--- src/rtl/rnd_pkg.sv ---
// Package: shared types for the significand rounder.
// Assumes the 2-bit rounding-mode field encoding listed in the brief.
package rnd_pkg;

    typedef enum logic [1:0] {
        RM_NEAREST = 2'b00,
        RM_DOWN    = 2'b01,
        RM_UP      = 2'b10,
        RM_ZERO    = 2'b11
    } rnd_mode_e;

endpackage

--- src/rtl/rnd_prec_decode.sv ---
// Module: turns the precision and rounding fields of the control word into
// a count of discarded significand bits and a rounding mode.
// Assumes precision code 01 is reserved and is treated as full precision.
module rnd_prec_decode
    import rnd_pkg::*;
#(
    parameter int SIG_W   = 64,
    parameter int SP_BITS = 24,
    parameter int DP_BITS = 53,
    parameter int DROP_W  = $clog2(SIG_W + 1)
) (
    input  logic [1:0]        pc_field,
    input  logic [1:0]        rc_field,
    output logic [DROP_W-1:0] drop,
    output rnd_mode_e         mode
);

    // Map the precision code to the number of low significand bits removed.
    always_comb begin
        case (pc_field)
            2'b00:   drop = DROP_W'(SIG_W - SP_BITS);
            2'b10:   drop = DROP_W'(SIG_W - DP_BITS);
            default: drop = '0;
        endcase
    end

    // The rounding-mode field maps directly onto the enum.
    assign mode = rnd_mode_e'(rc_field);

endmodule

--- src/rtl/rnd_bit_extract.sv ---
// Module: splits the significand at the precision boundary. It yields the
// truncated significand, the kept LSB, the round bit and the folded sticky bit.
// Assumes drop < SIG_W. At drop = 0 the round and sticky bits come from the
// guard and sticky inputs.
module rnd_bit_extract #(
    parameter int SIG_W  = 64,
    parameter int DROP_W = $clog2(SIG_W + 1)
) (
    input  logic [SIG_W-1:0]  sig,
    input  logic              guard,
    input  logic              sticky,
    input  logic [DROP_W-1:0] drop,
    output logic [SIG_W-1:0]  trunc,
    output logic              lsb,
    output logic              rbit,
    output logic              sbit
);

    logic [SIG_W-1:0] low_mask;
    logic [SIG_W-1:0] sh_keep;
    logic [SIG_W-1:0] sh_round;

    // Build the mask of discarded positions and align the boundary bits.
    always_comb begin
        low_mask = (SIG_W'(1) << drop) - SIG_W'(1);
        trunc    = sig & ~low_mask;
        sh_keep  = sig >> drop;
        sh_round = sig >> DROP_W'(drop - DROP_W'(1));
        lsb      = sh_keep[0];
        if (drop == '0) begin
            rbit = guard;
            sbit = sticky;
        end else begin
            rbit = sh_round[0];
            sbit = (|(sig & (low_mask >> 1))) | guard | sticky;
        end
    end

endmodule

--- src/rtl/rnd_incr_decide.sv ---
// Module: decides whether the kept significand is bumped by one unit, and
// whether any information was lost, from the LSB, round and sticky bits.
// Assumes the bits come from rnd_bit_extract for the same operand.
module rnd_incr_decide
    import rnd_pkg::*;
(
    input  rnd_mode_e mode,
    input  logic      sign,
    input  logic      lsb,
    input  logic      rbit,
    input  logic      sbit,
    output logic      inc,
    output logic      inexact
);

    // Apply the rounding rule of the selected mode.
    always_comb begin
        inexact = rbit | sbit;
        case (mode)
            RM_NEAREST: inc = rbit & (sbit | lsb);
            RM_DOWN:    inc = sign & inexact;
            RM_UP:      inc = ~sign & inexact;
            default:    inc = 1'b0;
        endcase
    end

endmodule

--- src/rtl/sig_rounder.sv ---
// Module: top of the precision-controlled significand rounder. It rounds an
// extended-format result to 24, 53 or 64 significand bits and keeps the full
// exponent range. The output is registered one cycle after the input.
// Assumes the integer bit is explicit at bit SIG_W-1 and that the all-ones
// exponent encodes infinity or NaN.
module sig_rounder
    import rnd_pkg::*;
#(
    parameter int EXP_W   = 15,
    parameter int SIG_W   = 64,
    parameter int CW_W    = 16,
    parameter int PC_LO   = 8,
    parameter int RC_LO   = 10,
    parameter int SP_BITS = 24,
    parameter int DP_BITS = 53
) (
    input  logic             clk,
    input  logic             rst_n,
    input  logic             in_valid,
    input  logic             in_sign,
    input  logic [EXP_W-1:0] in_exp,
    input  logic [SIG_W-1:0] in_sig,
    input  logic             in_guard,
    input  logic             in_sticky,
    input  logic [CW_W-1:0]  in_ctrl,
    output logic             out_valid,
    output logic             out_sign,
    output logic [EXP_W-1:0] out_exp,
    output logic [SIG_W-1:0] out_sig,
    output logic             out_inexact,
    output logic             out_overflow
);

    localparam int DROP_W = $clog2(SIG_W + 1);
    localparam int SP_LOW = SIG_W - SP_BITS;
    localparam int DP_LOW = SIG_W - DP_BITS;
    localparam logic [SIG_W-1:0] SIG_ONE = {1'b1, {(SIG_W-1){1'b0}}};

    logic [DROP_W-1:0] drop;
    rnd_mode_e         mode;
    logic [SIG_W-1:0]  trunc;
    logic              lsb, rbit, sbit, inc, inexact;
    logic              special;
    logic [SIG_W:0]    sum;
    logic [EXP_W-1:0]  exp_up;
    logic              unused_ctrl;

    logic             nx_sign, nx_inexact, nx_overflow;
    logic [EXP_W-1:0] nx_exp;
    logic [SIG_W-1:0] nx_sig;

    assign unused_ctrl = ^{in_ctrl[CW_W-1:RC_LO+2], in_ctrl[PC_LO-1:0]};

    rnd_prec_decode #(
        .SIG_W(SIG_W), .SP_BITS(SP_BITS), .DP_BITS(DP_BITS), .DROP_W(DROP_W)
    ) u_dec (
        .pc_field(in_ctrl[PC_LO+1:PC_LO]),
        .rc_field(in_ctrl[RC_LO+1:RC_LO]),
        .drop(drop),
        .mode(mode)
    );

    rnd_bit_extract #(.SIG_W(SIG_W), .DROP_W(DROP_W)) u_ext (
        .sig(in_sig), .guard(in_guard), .sticky(in_sticky), .drop(drop),
        .trunc(trunc), .lsb(lsb), .rbit(rbit), .sbit(sbit)
    );

    rnd_incr_decide u_inc (
        .mode(mode), .sign(in_sign), .lsb(lsb), .rbit(rbit), .sbit(sbit),
        .inc(inc), .inexact(inexact)
    );

    // Add one unit in the kept LSB position and resolve carry, overflow and specials.
    always_comb begin
        special = (in_exp == '1) || ((in_exp == '0) && (in_sig == '0));
        sum     = {1'b0, trunc} + ({{SIG_W{1'b0}}, inc} << drop);
        exp_up  = in_exp + EXP_W'(1);
        nx_sign     = in_sign;
        nx_exp      = in_exp;
        nx_sig      = sum[SIG_W-1:0];
        nx_inexact  = inexact;
        nx_overflow = 1'b0;
        if (special) begin
            nx_sig     = in_sig;
            nx_inexact = 1'b0;
        end else if (sum[SIG_W]) begin
            nx_sig      = SIG_ONE;
            nx_exp      = exp_up;
            nx_overflow = (exp_up == '1);
        end
    end

    // Output register with synchronous active-low clear.
    always_ff @(posedge clk) begin
        if (!rst_n) begin
            out_valid    <= 1'b0;
            out_sign     <= 1'b0;
            out_exp      <= '0;
            out_sig      <= '0;
            out_inexact  <= 1'b0;
            out_overflow <= 1'b0;
        end else begin
            out_valid    <= in_valid;
            out_sign     <= nx_sign;
            out_exp      <= nx_exp;
            out_sig      <= nx_sig;
            out_inexact  <= nx_inexact;
            out_overflow <= nx_overflow;
        end
    end

    // valid follows the input strobe by one cycle.
    p_valid_lat_r1: assert property (@(posedge clk) disable iff (!rst_n)
        in_valid |=> out_valid);
    p_valid_idle_r1: assert property (@(posedge clk) disable iff (!rst_n)
        !in_valid |=> !out_valid);

    // low bits below the reduced precision are zero.
    p_sp_low_zero_r3: assert property (@(posedge clk) disable iff (!rst_n)
        (in_valid && !special && in_ctrl[PC_LO+1:PC_LO] == 2'b00)
        |=> (out_sig[SP_LOW-1:0] == '0));
    p_dp_low_zero_r3: assert property (@(posedge clk) disable iff (!rst_n)
        (in_valid && !special && in_ctrl[PC_LO+1:PC_LO] == 2'b10)
        |=> (out_sig[DP_LOW-1:0] == '0));

    // truncation never moves the exponent.
    p_trunc_exp_r6: assert property (@(posedge clk) disable iff (!rst_n)
        (in_valid && in_ctrl[RC_LO+1:RC_LO] == 2'b11)
        |=> (out_exp == $past(in_exp) && !out_overflow));

    // an overflowed result is a well-formed infinity.
    p_ovf_inf_r8: assert property (@(posedge clk) disable iff (!rst_n)
        (out_valid && out_overflow) |-> (out_exp == '1 && out_sig == SIG_ONE));

    // an exact result reproduces the input value.
    p_exact_same_r10: assert property (@(posedge clk) disable iff (!rst_n)
        (out_valid && !out_inexact) |-> (out_sig == $past(in_sig) && out_exp == $past(in_exp)));

    // special values pass through unchanged and raise no flag.
    p_special_pass_r11: assert property (@(posedge clk) disable iff (!rst_n)
        (in_valid && special) |=> (out_sig == $past(in_sig) && out_exp == $past(in_exp)
                                   && !out_inexact && !out_overflow));

endmodule

--- config.mk ---
export PLATFORM = sky130hd
export DESIGN_NAME = sig_rounder
export DESIGN_NICKNAME = d
export VERILOG_FILES = /design/src/rtl/rnd_pkg.sv /design/src/rtl/rnd_prec_decode.sv /design/src/rtl/rnd_bit_extract.sv /design/src/rtl/rnd_incr_decide.sv /design/src/rtl/sig_rounder.sv
export SDC_FILE = /design/constraint.sdc
export NUM_CORES = 1
export LEC_CHECK = 0
export ABC_CLOCK_PERIOD_IN_PS = 4400
export BUFFER_PORTS_ARGS = -buffer_cell sky130_fd_sc_hd__buf_2
export CORE_MARGIN = 1.5
export CORE_UTILIZATION = 45
export CTS_BUF_LIST = sky130_fd_sc_hd__clkbuf_16
export CTS_CLUSTER_DIAMETER = 80
export DETAILED_ROUTE_END_ITERATION = 8
export PLACE_DENSITY = 0.73
export SLEW_MARGIN = 20
export SYNTH_ARGS = -nofsm -noshare
export SYNTH_HDL_FRONTEND = slang
export SYNTH_SLANG_ARGS = --single-unit
--- constraint.sdc ---
create_clock -name clk -period 4.4 [get_ports clk]
set_input_delay 0.22 -clock clk [delete_from_list [all_inputs] [get_ports clk]]
set_output_delay 0.22 -clock clk [all_outputs]
set_load 0.02 [all_outputs]
==> results of run 1 <==
==> registers in the layout, indices dropped and copies added, names as in the netlist <==
register,flops
out_sig,64
out_valid,1
out_sign,1
out_exp,15
out_overflow,1
out_inexact,1
==> power by group <==
part / leakage, nW / internal (mW) / switching [mW] / total, mW
combinational: 2.06 / 0.143 / 0.263 / 0.406
clock: 0.143 / 0.427 / 0.295 / 0.722
sequential: 0.689 / 0.798 / 0.0111 / 0.809
total: 2.89 / 1.37 / 0.569 / 1.94
==> through the flow <==
stage	hold WS, ps	worst slack, ps	utilization, %	cells
floorplan	329	478	-	684
global placement	430	300	56.8	984
detailed placement	433	200	56.8	984
CTS	70.5	564	59.3	999
global route	76.3	203	59.3	999
finish	74.9	478	59.3	999
==> final cells by class <==
class	count	share of cell area, %
clock inverters	6	0.765
repair buffers	192	15.7
multi-input cells	546	50.7
well taps	140	2.68
inverters	23	1.32
flip-flops and latches	83	25.4
clock buffers	9	3.44
==> Yosys cell counts, drive strengths merged (6+ instances only) <==
cell type,instances
or3,13
and2,11
and3,14
nor4,33
xnor2,14
o211ai,9
a32oi,6
dfxtp,83
a21oi,32
nand3b,6
clkbuf,28
xor2,23
nor2,65
a21o,6
o21ai,47
nand3,47
nand2,67
nor3,24
inv,22
ha,17
nand4,33
==> cell usage in the layout (no fill, tap or decap), types with 6 or more instances in the layout <==
cell,count
nand3_1,46
buf_2,171
inv_1,24
o21ai_0,46
nand3b_1,6
a21oi_1,32
nand4_1,30
conb_1,7
nor2_1,65
clkbuf_16,9
buf_4,20
nor3_1,23
a32oi_1,6
ha_1,17
nand2_1,67
xnor2_1,14
xor2_1,23
o211ai_1,9
and3_1,14
dfxtp_1,83
or3_1,13
a21o_1,6
and2_1,11
nor4_1,33
==> worst min path at each step <==
stage	start	to	depth (start not counted)
floorplan	in_sig[32]	out_sig[32]	2
global placement	in_valid	out_valid	2
detailed placement	in_valid	out_valid	2
CTS	in_valid	out_valid	2
global route	in_valid	out_valid	2
finish	in_valid	out_valid	2
==> critical path, stage by stage <==
cell and delay, ps:
buf_2 140, nor4_1 400, nand4_1 130, nor2_1 250, o21ai_0 130, a21oi_1 180, nor2b_1 250, nor4b_1 90
ha_1 350, nand4_1 100, nor4_1 200, buf_4 200, o2111ai_1 160, a21oi_1 420, o211ai_1 290, or4_1 530
a21oi_1 140
==> layer usage <==
metal | wire length [µm] | GRT usage, % | part of all wire, % | vias to the layer above
met3 | 1520 | 5.23 | 8.9 | 43
met1 | 7220 | 35.5 | 42 | 2799
met4 | 493 | 13.7 | 2.9 | 0
met5 | 0 | 0 | 0 | -
met2 | 7910 | 46.6 | 46 | 305
li1 | - | - | - | 2841
==> kinds of logic after synthesis <==
logic type                 after synthesis  synth area share [%]
AOI/OAI and AO/OA                      142                  18.3
adders and majority gates               17                  4.12
buffers and inverters                   55                  4.14
xor gates and xnor gates                37                  6.27
muxes                                    3                 0.606
and+or+nand+nor                        340                  34.3
DFF                                     83                  32.2
other                                    1                0.0726
==> metrics.txt, run 1 <==
run status=complete, no violations; DRT iter0 DRCs=between 400 and 500; dpl hpwl=between 10000 and 15000 µm; CP endpoint kind=flop; flip-flop and latch area=1660 µm²; worst slew pin tran=between 900 and 1000 ps; Remaining DRCs=0; initial antenna violation count=0; CP max FO=6; Static Leak=~2.9 nW; setup TNS=0 ps; Fill cells=~1000; drt pass-1 iters=5; core footprint=11000 µm²; vias in the first global route=approximately 5400; Post-synth ARST share=0%; yosys warns=0; final period utilization=between 80% and 90%; Layout area overhead=26.6%; Top FF cell, synth=dfxtp_1; clk buf depth=2; Final #Nets=between 900 and 1000; vias per cell=approximately 6.0; VDD IR max=0.238 mV; placed inst area=between 6000 and 7000 µm²; number of synthesized flops with an enable pin=0; footprint of the multi-input gates=about 3300 µm²; Final Power=1.94 mW; ANT nets after route=0; share of layout cells above drive strength 1=between 20% and 30%; Worst Path Arrival=between 4000 and 5000 ps; Synth Cell Area=approximately 5200 µm²; Ant. Diodes=0; first-pass GRT wire length=approximately 26000 µm; DR vias=approximately 6000; Die W=110 µm; Critical Path End=out_sig[61]; total gr overflow=0; Crit Path Class=in2reg; Post-CTS Hold Buffers=0; Distinct cells, synth=56; CP Data Required Time=approximately 4700 ps; io pins=between 150 and 200; H-tree depth=3; maxcap violations=0; Tmin final=between 3000 and 4000 ps; Post-Route WL=roughly 17000 µm; Worst setup SP type=input port; Peak Freq=around 0.25 GHz; Final GP Congestion=between 0.9 and 1; Overall Global Routing Usage=28.3%; synthesized area per cell=~7.6 µm²; Root Buffer=clkbuf_16; Hold/Removal Path Class=in2reg; row count=38; Seq/Total Area, Yosys=about 32%; setup bufs post-CTS=0; CTS sink cnt=83; RSZ-0062 raised after global routing=false; Slew headroom=between 30% and 40%; Initial Utilization=46.8%; PortBufs=~170; wire per inst=roughly 17 µm; DIE HEIGHT=~110 µm; Seq cells post-synth=83; crit path from=in_sig[25]; Post-Layout Inst Area=~6500 µm²; TritonCTS Buffers=9; post-cts resize count=0; TritonCTS clock tree=built; Finish-stage setup viols=0; final hold viol count=0; Clk pin slew, worst setup/hold paths=around 60 ps; Pins Over Slew Limit=0; Pwr Density=roughly 300 nW/µm²; area share of the largest cell type after synthesis=32.2%; Yosys top cell by area=dfxtp_1; synth top area cells=dfxtp_1 (32%), nand2_1 (4.9%), nor2_1 (4.7%), nand3_1 (4.5%), o21ai_0 (4.5%); Post-Syn Instances=~680; die area=between 10000 and 15000 µm²; largest net degree at the start of global routing=31
No activity file was read; power rests on OpenSTA's default activity.
==> inputs of run 2 (changes only) <==
--- a/config.mk
+++ b/config.mk
@@ -8,11 +8,10 @@
 export ABC_CLOCK_PERIOD_IN_PS = 4400
 export BUFFER_PORTS_ARGS = -buffer_cell sky130_fd_sc_hd__buf_2
 export CORE_MARGIN = 1.5
-export CORE_UTILIZATION = 45
+export CORE_UTILIZATION = 35
 export CTS_BUF_LIST = sky130_fd_sc_hd__clkbuf_16
 export CTS_CLUSTER_DIAMETER = 80
 export DETAILED_ROUTE_END_ITERATION = 8
-export PLACE_DENSITY = 0.73
 export SLEW_MARGIN = 20
 export SYNTH_ARGS = -nofsm -noshare
 export SYNTH_HDL_FRONTEND = slang
==> run 2 against run 1 <==
Clock power rose by 2%. Sequential share of layout area fell by 0.34 points. Global-route usage fell by 5.8 points. First-iteration DRC count fell by 5.0%. Critical path type unchanged. Critical endpoint is now out_exp[12]. Highest routed layer unchanged.
==> metrics.txt, run 2 (synthesized netlist as in run 1, its figures left out) <==
CTS sink cnt=83 (unchanged); TritonCTS clock tree=built (unchanged); Finish-stage setup viols=0 (unchanged); final core utilization=45.8% (was 59.3%); Pwr Density=294 nW/µm² (was 296 nW/µm²); final std cells w/o fill=1047 (was 999); clk buf depth=2 (unchanged); Hold/Removal Path Class=in2reg (unchanged); H-tree depth=3 (unchanged); Min-Delay Startpoint=in_valid (unchanged); Final #Nets=976 (was 973); Layout area overhead=28.3% (was 26.6%); Die W=124 µm (was 110 µm); CP max FO=18 (was 6); DRT iter0 DRCs=439 (was 462); Pins Over Slew Limit=0 (unchanged); Ant. Diodes=0 (unchanged); share of layout cells above drive strength 1=25.4% (about the same); total gr overflow=0 (unchanged); Clk pin slew, worst setup/hold paths=60 ps (about the same); initial antenna violation count=0 (unchanged); drt pass-1 iters=5 (unchanged); maxcap violations=0 (unchanged); vias in the first global route=5330 (was 5438); final period utilization=88.5% (was 89.1%); Remaining DRCs=0 (unchanged); io pins=184 (unchanged); met2 routed WL=7540 µm (was 7910 µm); CP Data Required Time=4680 ps (about the same); CP endpoint kind=flop (unchanged); Final Power=1.95 mW (was 1.94 mW); row count=44 (was 38); placed inst area=6350 µm² (was 6260 µm²); Crit Path Class=in2reg (unchanged); wire per inst=16.6 µm (was 17.2 µm); largest net degree at the start of global routing=31 (unchanged); Post-Layout Inst Area=6630 µm² (was 6540 µm²); TritonCTS Buffers=9 (unchanged); run status=complete, no violations (unchanged); Post-Route WL=17300 µm (was 17100 µm); Post-CTS Hold Buffers=0 (unchanged); first-pass GRT wire length=27900 µm (was 26500 µm); ANT nets after route=0 (unchanged); M1 wire length=8370 µm (was 7220 µm); core footprint=14500 µm² (was 11000 µm²); Final GP Congestion=0.893 (was 0.942); Worst setup SP type=input port (unchanged); setup TNS=0 ps (unchanged); setup bufs post-CTS=0 (unchanged); Tmin final=3900 ps (was 3920 ps); post-cts resize count=0 (unchanged); final hold viol count=0 (unchanged); Overall Global Routing Usage=22.4% (was 28.3%); Peak Freq=0.257 GHz (was 0.255 GHz); Worst Path Arrival=4180 ps (was 4200 ps); vias per cell=5.48 (was 5.99); DR top layer=met4 (unchanged); Critical Path End=out_exp[12] (was out_sig[61]); RSZ-0062 raised after global routing=false (unchanged); dpl hpwl=13200 µm (was 13000 µm); die area=15500 µm² (was 12100 µm²); most frequent cells in the layout=buf_2 (171), dfxtp_1 (83), nand2_1 (67) (unchanged); Initial Utilization=35.7% (was 46.8%); DIE HEIGHT=124 µm (was 110 µm); VDD IR max=0.188 mV (was 0.238 mV); Slew headroom=29.6% (was 33.3%); crit path from=in_sig[31] (was in_sig[25]); met3 routed WL=1140 µm (was 1520 µm); most common cell after layout, fill and taps aside=buf_2 (unchanged); biggest regs=out_sig: 64 flops, out_exp: 15 flops (unchanged); PortBufs=171 (unchanged); Root Buffer=clkbuf_16 (unchanged); placed cells=1031 (was 984); max reg flops=64 (unchanged); Static Leak=2.92 nW (was 2.89 nW); DR vias=5738 (was 5988); worst slew pin tran=1050 ps (was 996 ps); Biggest register=out_sig (unchanged)
## run 2: area by class of cell
cell class	count	area, µm²
clock buffers	9	225
clock inverters	7	52.6
fillers	1516	7850
inverters	23	86.3
multi-input cells	546	3310
flip-flops and latches	83	1660
well taps	184	230
repair buffers	195	1060
## run 2: worst max-delay path, stage by stage
cell	delay [ps]
buf_2	130
nor4_1	380
nand4_1	130
nor2_1	290
o21ai_0	140
a21oi_1	190
nor2b_1	260
nor3_1	110
ha_1	320
nand4_1	180
nor4_1	210
buf_4	170
nand4_2	170
a2111oi_4	450
buf_12	210
nand3_2	130
or3_1	370
a21oi_1	140
## run 2: layer usage
layer,vias up,GRT usage (%)
met4,0,7.91
met2,232,34.4
met1,2633,31.5
met5,-,0
met3,21,4.04
li1,2852,-
## run 2: where the power goes
group | leakage [nW] | internal (mW) | switching (mW)
sequential | 0.689 | 0.797 | 0.0118
combinational | 2.08 | 0.145 | 0.259
clock | 0.146 | 0.428 | 0.305
total | 2.92 | 1.37 | 0.576
## run 2: worst min-delay path by stage
| stage | slack [ps] | depth (start not counted) | endpoint |
|---|---|---|---|
| after floorplan | 330 | 2 | out_sig[32] |
| after global placement | 440 | 2 | out_valid |
| after detailed placement | 440 | 2 | out_valid |
| after CTS | 80 | 2 | out_valid |
| after global routing | 80 | 2 | out_valid |
| final | 80 | 2 | out_valid |
## run 2: metrics by stage
stage                     hold slack (ps)  setup WS (ps)
final                                83.5            504
after global routing                 83.7            155
after floorplan                       329            478
after CTS                            76.1            529
after global placement                436            219
after detailed placement              442            167
